File: src/rtl/upd_pkg.sv
package upd_pkg;

  // Bit positions shared by the control and status ports
  localparam int CTL_HOLD  = 0;
  localparam int CTL_IRQEN = 1;
  localparam int ST_UIP    = 0;
  localparam int ST_UF     = 1;

  // Count value at which the warning flag is raised on the next tick
  function automatic int unsigned warn_index(input int unsigned period,
                                             input int unsigned warn);
    return period - warn - 1;
  endfunction

  // Count value carrying the update tick
  function automatic int unsigned last_index(input int unsigned period);
    return period - 1;
  endfunction

endpackage

File: src/rtl/upd_divider.sv
module upd_divider #(
  parameter int unsigned TICKS_PER_SEC = 32768,
  parameter int unsigned WARN_TICKS    = 8
) (
  input  logic                                 clk,
  input  logic                                 rst_n,
  input  logic                                 tick_en,
  output logic [$clog2(TICKS_PER_SEC)-1:0]     div_q,
  output logic                                 warn_evt,
  output logic                                 upd_evt
);
  localparam int CW = $clog2(TICKS_PER_SEC);
  localparam logic [CW-1:0] LAST_AT = CW'(upd_pkg::last_index(TICKS_PER_SEC));
  localparam logic [CW-1:0] WARN_AT = CW'(upd_pkg::warn_index(TICKS_PER_SEC, WARN_TICKS));

  // Named internal events for the flag logic and the assertions
  assign upd_evt  = tick_en && (div_q == LAST_AT);
  assign warn_evt = tick_en && (div_q == WARN_AT);

  always_ff @(posedge clk) begin
    if (!rst_n)        div_q <= '0;
    else if (upd_evt)  div_q <= '0;
    else if (tick_en)  div_q <= div_q + 1'b1;
  end

  p_div_range_r1: assert property (@(posedge clk) disable iff (!rst_n)
    div_q <= LAST_AT);
  p_div_wrap_r1: assert property (@(posedge clk) disable iff (!rst_n)
    upd_evt |=> (div_q == '0));
  p_div_stall_r1: assert property (@(posedge clk) disable iff (!rst_n)
    !tick_en |=> $stable(div_q));

endmodule

File: src/rtl/upd_ctl.sv
module upd_ctl (
  input  logic       clk,
  input  logic       rst_n,
  input  logic       ctl_wr,
  input  logic [1:0] ctl_wdata,
  output logic       hold_q,
  output logic       irq_en_q
);
  always_ff @(posedge clk) begin
    if (!rst_n) begin
      hold_q   <= 1'b0;
      irq_en_q <= 1'b0;
    end else if (ctl_wr) begin
      hold_q   <= ctl_wdata[upd_pkg::CTL_HOLD];
      irq_en_q <= ctl_wdata[upd_pkg::CTL_IRQEN];
    end
  end

  p_ctl_load_r8: assert property (@(posedge clk) disable iff (!rst_n)
    ctl_wr |=> (hold_q == $past(ctl_wdata[upd_pkg::CTL_HOLD])) &&
               (irq_en_q == $past(ctl_wdata[upd_pkg::CTL_IRQEN])));
  p_ctl_keep_r8: assert property (@(posedge clk) disable iff (!rst_n)
    !ctl_wr |=> $stable(hold_q) && $stable(irq_en_q));

endmodule

File: src/rtl/upd_flags.sv
module upd_flags (
  input  logic clk,
  input  logic rst_n,
  input  logic warn_evt,
  input  logic upd_evt,
  input  logic hold,
  input  logic irq_en,
  input  logic stat_rd,
  output logic uip_q,
  output logic uf_q,
  output logic xfer_q,
  output logic adv_q,
  output logic irq_o
);
  logic xfer_set;
  assign xfer_set = upd_evt && !hold;

  always_ff @(posedge clk) begin
    if (!rst_n) begin
      uip_q  <= 1'b0;
      uf_q   <= 1'b0;
      xfer_q <= 1'b0;
      adv_q  <= 1'b0;
    end else begin
      adv_q  <= upd_evt;
      xfer_q <= xfer_set;
      if (upd_evt)       uip_q <= 1'b0;
      else if (warn_evt) uip_q <= 1'b1;
      if (xfer_set)      uf_q  <= 1'b1;
      else if (stat_rd)  uf_q  <= 1'b0;
    end
  end

  assign irq_o = uf_q && irq_en;

  p_uip_rise_r2: assert property (@(posedge clk) disable iff (!rst_n)
    warn_evt |=> uip_q);
  p_uip_steady_r2: assert property (@(posedge clk) disable iff (!rst_n)
    (!warn_evt && !upd_evt) |=> $stable(uip_q));
  p_uip_fall_r3: assert property (@(posedge clk) disable iff (!rst_n)
    upd_evt |=> !uip_q);
  p_xfer_with_adv_r4: assert property (@(posedge clk) disable iff (!rst_n)
    xfer_q |-> adv_q);
  p_held_r5: assert property (@(posedge clk) disable iff (!rst_n)
    (upd_evt && hold) |=> adv_q && !xfer_q && (uf_q == $past(uf_q && !stat_rd)));
  p_uf_set_r7: assert property (@(posedge clk) disable iff (!rst_n)
    (upd_evt && !hold) |=> uf_q);
  p_uf_clear_r7: assert property (@(posedge clk) disable iff (!rst_n)
    (stat_rd && !upd_evt) |=> !uf_q);

endmodule

File: src/rtl/upd_seq.sv
module upd_seq #(
  parameter int unsigned TICKS_PER_SEC = 32768,
  parameter int unsigned WARN_TICKS    = 8
) (
  input  logic       clk,
  input  logic       rst_n,
  input  logic       tick_en,
  input  logic       ctl_wr,
  input  logic [1:0] ctl_wdata,
  output logic [1:0] ctl_o,
  input  logic       stat_rd,
  output logic [1:0] status_o,
  output logic       xfer_o,
  output logic       adv_o,
  output logic       irq_o
);
  localparam int CW = $clog2(TICKS_PER_SEC);

  logic [CW-1:0] div_q;
  logic          warn_evt;
  logic          upd_evt;
  logic          hold_q;
  logic          irq_en_q;
  logic          uip_q;
  logic          uf_q;

  upd_divider #(
    .TICKS_PER_SEC(TICKS_PER_SEC),
    .WARN_TICKS   (WARN_TICKS)
  ) u_div (
    .clk     (clk),
    .rst_n   (rst_n),
    .tick_en (tick_en),
    .div_q   (div_q),
    .warn_evt(warn_evt),
    .upd_evt (upd_evt)
  );

  upd_ctl u_ctl (
    .clk      (clk),
    .rst_n    (rst_n),
    .ctl_wr   (ctl_wr),
    .ctl_wdata(ctl_wdata),
    .hold_q   (hold_q),
    .irq_en_q (irq_en_q)
  );

  upd_flags u_flg (
    .clk     (clk),
    .rst_n   (rst_n),
    .warn_evt(warn_evt),
    .upd_evt (upd_evt),
    .hold    (hold_q),
    .irq_en  (irq_en_q),
    .stat_rd (stat_rd),
    .uip_q   (uip_q),
    .uf_q    (uf_q),
    .xfer_q  (xfer_o),
    .adv_q   (adv_o),
    .irq_o   (irq_o)
  );

  always_comb begin
    ctl_o    = '0;
    status_o = '0;
    ctl_o[upd_pkg::CTL_HOLD]  = hold_q;
    ctl_o[upd_pkg::CTL_IRQEN] = irq_en_q;
    status_o[upd_pkg::ST_UIP] = uip_q;
    status_o[upd_pkg::ST_UF]  = uf_q;
  end

  p_irq_needs_flag_r8: assert property (@(posedge clk) disable iff (!rst_n)
    irq_o |-> status_o[upd_pkg::ST_UF] && ctl_o[upd_pkg::CTL_IRQEN]);
  p_adv_single_r1: assert property (@(posedge clk) disable iff (!rst_n)
    adv_o |=> !adv_o);

endmodule

File: config.mk
export PLATFORM = sky130hd
export DESIGN_NAME = upd_seq
export DESIGN_NICKNAME = d
export VERILOG_FILES = /design/src/rtl/upd_pkg.sv /design/src/rtl/upd_divider.sv /design/src/rtl/upd_ctl.sv /design/src/rtl/upd_flags.sv /design/src/rtl/upd_seq.sv
export SDC_FILE = /design/constraint.sdc
export NUM_CORES = 1
export LEC_CHECK = 0
export ABC_AREA = 1
export CAP_MARGIN = 40
export CORE_ASPECT_RATIO = 0.7
export CORE_MARGIN = 1.5
export CORE_UTILIZATION = 35
export CTS_BUF_LIST = sky130_fd_sc_hd__clkbuf_2
export DETAILED_ROUTE_END_ITERATION = 16
export DONT_BUFFER_PORTS = 1
export PLACE_DENSITY = 0.58
export SLEW_MARGIN = 5
export SYNTH_ARGS = -nofsm -noshare
export SYNTH_HDL_FRONTEND = slang
export SYNTH_HIERARCHICAL = 1
export SYNTH_SLANG_ARGS = --single-unit
export TNS_END_PERCENT = 5
File: constraint.sdc
create_clock -name clk -period 1.4 [get_ports clk]
set_input_delay 0.28 -clock clk [delete_from_list [all_inputs] [get_ports clk]]
set_output_delay 0.28 -clock clk [all_outputs]
set_load 0.005 [all_outputs]
# After elaboration in Yosys (flattened, before gate mapping)
# Index checks and enable logic that the tools add are counted.
word_totals:
  ff_bits: 21
  wordCells: 20
  out_inout_bits: 7
op_classes:
  bitwise: 1
  muxes: 2
  eq_ne: 2
  reduce_logical: 7
  n_addsub: 1
op_table:
  columns: ["op", "count"]
  rows:
  - ["15-bit == test (second input constant)", 2]
  - ["15-bit by 1-bit adder with 15-bit output (second input constant)", 1]
  - ["1-bit logical AND", 4]
  - ["1-bit two-way mux", 2]
  - ["2-bit nonzero test", 1]
  - ["2-bit OR reduction", 1]
  - ["1-bit logical NOT", 1]
  - ["1-bit NOT", 1]

# Longest topological paths before layout
logic_depth:
  word_depth: 4
  mapped_depth: 9
  depth_no_buf: 9

# Hierarchy
# Netlist, hierarchy kept.
modules_own_cells:
  columns: ["mod", "cells_per_inst", "area_each_um2", "n_inst"]
  rows:
  - ["upd_divider", 124, 825.8, 1]
  - ["upd_flags", 18, 135.1, 1]
  - ["upd_ctl", 12, 77.6, 1]
  - ["upd_seq", 4, 30.0, 1]

# Least setup slack after synthesis
# No wires, ideal clock.
synth_path:
  kind: "register to register"
  from: "register u_div.div_q[0]"
  to: "register u_div.div_q[5]"
  path_stages_with_launch: 8
  path_slack_ns: 0.051
  arrival_time_ns: 1.234
  cell_sequence: "dfxtp_1 > ha_1 > nand2_4 > nor2_2 > nand2_2 > o21ai_2 > buf_6 > nor2_1"
synth_between:
  elab_chain_len: 3
synth_lines:
  columns: ["item", "line_no", "text"]
  rows:
  - ["from (decl)", "upd_divider.sv:8", "output logic [$clog2(TICKS_PER_SEC)-1:0] div_q,"]
  - ["from (signal assigned)", "upd_divider.sv:23", "else if (tick_en) div_q <= div_q + 1'b1;"]
  - ["parallel branches: the longest is 3 deep, another holds 15-bit by 1-bit adder with 15-bit output", null, null]
# Parallel ways; which one is timed is not known.
# A chain may end at the register's enable or synchronous reset.

# Final worst setup path
layout_path:
  from: "register u_div.div_q[0]"
  to: "register u_div.div_q[10]"
# The elaborated chain is that of the path after synthesis.

==> key figures <==
Timing
  – Hold_ws: between 0.04 and 0.05 ns
  – Final worst-path cycle share: 92.37%
  – Slew Limit Headroom: between 80% and 90%
  – Hold Vio Cnt, Final: 0
  – RSZ-0062 raised after global routing: yes
  – Worst-Margin Slew: around 0.29 ns
  – Post-layout minimum cycle time: around 1.3 ns
  – Max-slew violations: 0
  – # setup viols final: 0
  – Max Fclk: 773.3 MHz
  – Clock Skews: 0.01454 ns

Global routing
  – Initial antenna violation count: 0
  – Vias in the first global route: 869
  – Tot GR Track Use: 13.25%
  – GRT overflow: 0
  – GR Util met2: 20.19%
  – Gr busiest metal: met2
  – M1 GR Usage: approximately 18%
  – Largest net degree at the start of global routing: 13
  – First-pass GRT wire length: 3.601 mm
  – M3 GR Usage: 4.959%

Clock network
  – Cts bufs inserted: 3
  – Clk root buf: clkbuf_2
  – H-tree Lvls: 1
  – CTS max path bufs: 2
  – Clock Pin Slew Worst Setup and Hold Paths: 0.20 ns
  – Skew-Pair Late Insertion Delay: 0.32 ns
  – CTS tree: done
  – CTS Sinks: 21

Worst setup path
  – Worst Path Arrival: 1.52 ns
  – Slowest stage delay, CP: about 0.40 ns
  – Critical path's top delay family: flip-flops
  – CP max FO: 7
  – CP Cell Sequence: ha_4 -> nand2_4 -> nor2_2 -> nand2_2 -> o21ai_2 -> buf_6 -> a21oi_1
  – Buf+Inv Stages, Crit Path: 1
  – RR Endpoint: u_div/div_q[10]$_SDFFE_PP0P_
  – CP max stage cell: dfxtp_2
  – CP endpoint kind: flip-flop
  – Worst EP required: between 1.5 and 2 ns
  – FF-to-FF Start: u_div/div_q[0]$_SDFFE_PP0P_
  – Worst Reg-to-Reg Cells: 7
  – CP Launch Type: flip-flop
  – WS Path Type: flip-flop to flip-flop
  – Levels on crit path: 7
  – Reg-to-reg setup timing slack: 0.11 ns

Logic synthesis
  – Area contributors post-synth: dfxtp_1, nand2_1, nor2_1
  – Post-synthesis mux area share: 0%
  – Post-synth top area share: 39.34%
  – Post-synth top area cell: dfxtp_1
  – Synth Area in Adders: 1.171%
  – Synth warnings: 6
  – Post-Syn Area: 1069 um^2
  – Netlist cell types: 20
  – Compound-Gate Fraction of Synth Area: between 3 and 4%
  – Register area share after synthesis: between 30% and 40%
  – Post-Synth XOR/XNOR Area: 4.098%
  – Post-synthesis net count: 166
  – Mean Syn Cell Area: around 6.8 um^2
  – Yosys reg bits: 21
  – Simple-Gate Fraction of Synth Area: approximately two fifths
  – Combinational family with the most area after synthesis: simple AND/OR/NAND/NOR gates
  – Cells after synthesis: 158

Worst hold path
  – Min-Delay Path Class: input port to flip-flop
  – Worst Hold End: u_flg/uip_q$_SDFFE_PP0P_
  – Worst Hold Depth: 2
  – Critical hold path startpoint: rst_n

Final layout
  – Layout Utilization: ~42%
  – Fin area: 1181 um^2
  – Layout area overhead: 10.54%
  – Final Non-Filler Cells: just over 200
  – ANT cells: 0
  – Layout cells sized above 1: 16.27%
  – Final Net Count: around 180

Die
  – Cell row count: 16
  – I/O pins: 14
  – Starting Density: 37.59%
  – Die Y: 49.23 um
  – Die width: 69.04 um
  – DIE AREA: between 3000 and 4000 um^2
  – Core outline area: between 2000 and 3000 um^2

Route
  – DRT Pass-1 Iters: 4
  – Initial drt markers: 32
  – Post-DRT Antenna Nets: 0
  – Detailed Route WL: roughly 2 mm
  – Vias post-DR: ~900
  – WL per Instance: 10.07 um
  – Vias per Instance: 4.446
  – Drt drc: 0

Place
  – Placer Congestion: roughly 0.77
  – Post-Place Cells: 197
  – Placed cell areas: 1129 um^2
  – Port-buffer cells: 0
  – DPL Wire Length: around 1.6 mm

Pwr
  – VDD IR max: between 0.5 and 0.6 mV
  – Leak pwr: roughly 0.5 nW
  – Power Dens Cells: about 780 nW/um^2
  – Post-layout power: between 0.9 and 1 mW

Run status
  – Run status: completed

Flow run
  – MaxCap Viol Count: 0
## sequential cells by signal, summed over array words and instances, names as in the netlist
signal          flops
u_ctl/hold_q        1
u_flg/xfer_q        1
u_flg/uf_q          1
u_div/div_q        15
u_ctl/irq_en_q      1
u_flg/uip_q         1
u_flg/adv_q         1
## metrics by stage
step           setup TNS (ns)  setup WS, ns
2_1_floorplan               0       0.05101
3_3_place_gp                0       0.09348
3_5_place_dp                0       0.04319
4_1_cts                     0     0.0001017
5_1_grt             -0.005586     -0.005586
6_report                    0        0.1068
## synthesized netlist by cell type (all sizes together)
library cell   n
a21oi          4
nand3b         1
xor2           2
xnor2          3
nand4          3
buf            6
nand3         13
inv           25
nand2         45
o21ai          1
nor2          32
dfxtp         21
ha             1
nor3           1
## worst max-delay path by stage
stage | from | end | slack [ns]
after floorplan | u_div/div_q[0]$_SDFFE_PP0P_ | u_div/div_q[5]$_SDFFE_PP0P_ | 0.05
after global placement | u_div/div_q[1]$_SDFFE_PP0P_ | u_div/div_q[12]$_SDFFE_PP0P_ | 0.09
after detailed placement | u_div/div_q[0]$_SDFFE_PP0P_ | u_div/div_q[10]$_SDFFE_PP0P_ | 0.04
after CTS | u_div/div_q[0]$_SDFFE_PP0P_ | u_div/div_q[13]$_SDFFE_PP0P_ | 0.0001
after global routing | u_div/div_q[7]$_SDFFE_PP0P_ | u_div/div_q[12]$_SDFFE_PP0P_ | -0.006
final | u_div/div_q[0]$_SDFFE_PP0P_ | u_div/div_q[10]$_SDFFE_PP0P_ | 0.11
## logic make-up (layout without fill, tap and decap cells)
family                     count (synthesis)  after routing
adders and majority gates                  1              1
DFF                                       21             21
buffers and inverters                     31             39
xor gates and xnor gates                   5              5
and+or+nand+nor                           95             95
AOI/OAI and AO/OA                          5              5
## area by class of cell
| type | instances | area (um^2) |
|---|---|---|
| clock buffers | 3 | 15.01 |
| clock inverters | 1 | 5.005 |
| fillers | 300 | 1662 |
| inverters | 25 | 93.84 |
| multi-input cells | 106 | 516.7 |
| flip-flops and latches | 21 | 424.2 |
| well taps | 36 | 45.04 |
| repair buffers | 10 | 81.33 |
## layer usage
layer	vias to the layer above	wire, um	share of wire [%]
li1	489	-	-
met1	397	1110	55
met2	10	830	41
met3	2	89	4.4
met4	0	4	0.20
met5	-	0	0
## cells in the final DEF, fill, tap and decap left out
| cell | synthesis | final |
|---|---|---|
| a21oi_2 | 1 | 1 |
| clkbuf_2 | 0 | 3 |
| dfxtp_2 | 0 | 3 |
| nor2_2 | 3 | 4 |
| dlygate4sd3_1 | 0 | 1 |
| nand3_1 | 13 | 13 |
| nor3_1 | 1 | 1 |
| buf_6 | 2 | 1 |
| nor2_1 | 28 | 27 |
| buf_4 | 4 | 8 |
| nand4_1 | 3 | 3 |
| nand2_2 | 2 | 2 |
| nand3b_1 | 1 | 1 |
| a21oi_1 | 3 | 3 |
| clkinv_2 | 0 | 1 |
| ha_4 | 0 | 1 |
| inv_1 | 25 | 25 |
| nand2_1 | 42 | 42 |
| xnor2_1 | 3 | 3 |
| xor2_1 | 2 | 2 |
| nor2_4 | 1 | 1 |
| o21ai_2 | 1 | 1 |
| dfxtp_1 | 21 | 18 |
| nand2_4 | 1 | 1 |
## power by group
part           internal (mW)  total, mW  leakage (nW)  switching, mW
combinational         0.0315     0.0587         0.318         0.0272
clock                 0.0647      0.248        0.0164          0.183
sequential             0.610      0.620         0.171         0.0103
## worst register-to-register path, cell delays in order (launching register included)
cell and delay [ns]:
dfxtp_2 0.40, ha_4 0.16, nand2_4 0.05, nor2_2 0.12, nand2_2 0.10, o21ai_2 0.16
buf_6 0.15, a21oi_1 0.05
## what timing repair did
| item | in CTS | in global routing |
|---|---|---|
| endpoints found under the setup margin | 0 | 18 |
| hold buffers | 0 | 1 |
| endpoints found under the hold margin | 0 | 1 |
| setup buffers | 0 | 0 |
| gates resized for setup | 0 | 7 |
Note: power is estimated with default switching activity, not from simulation.
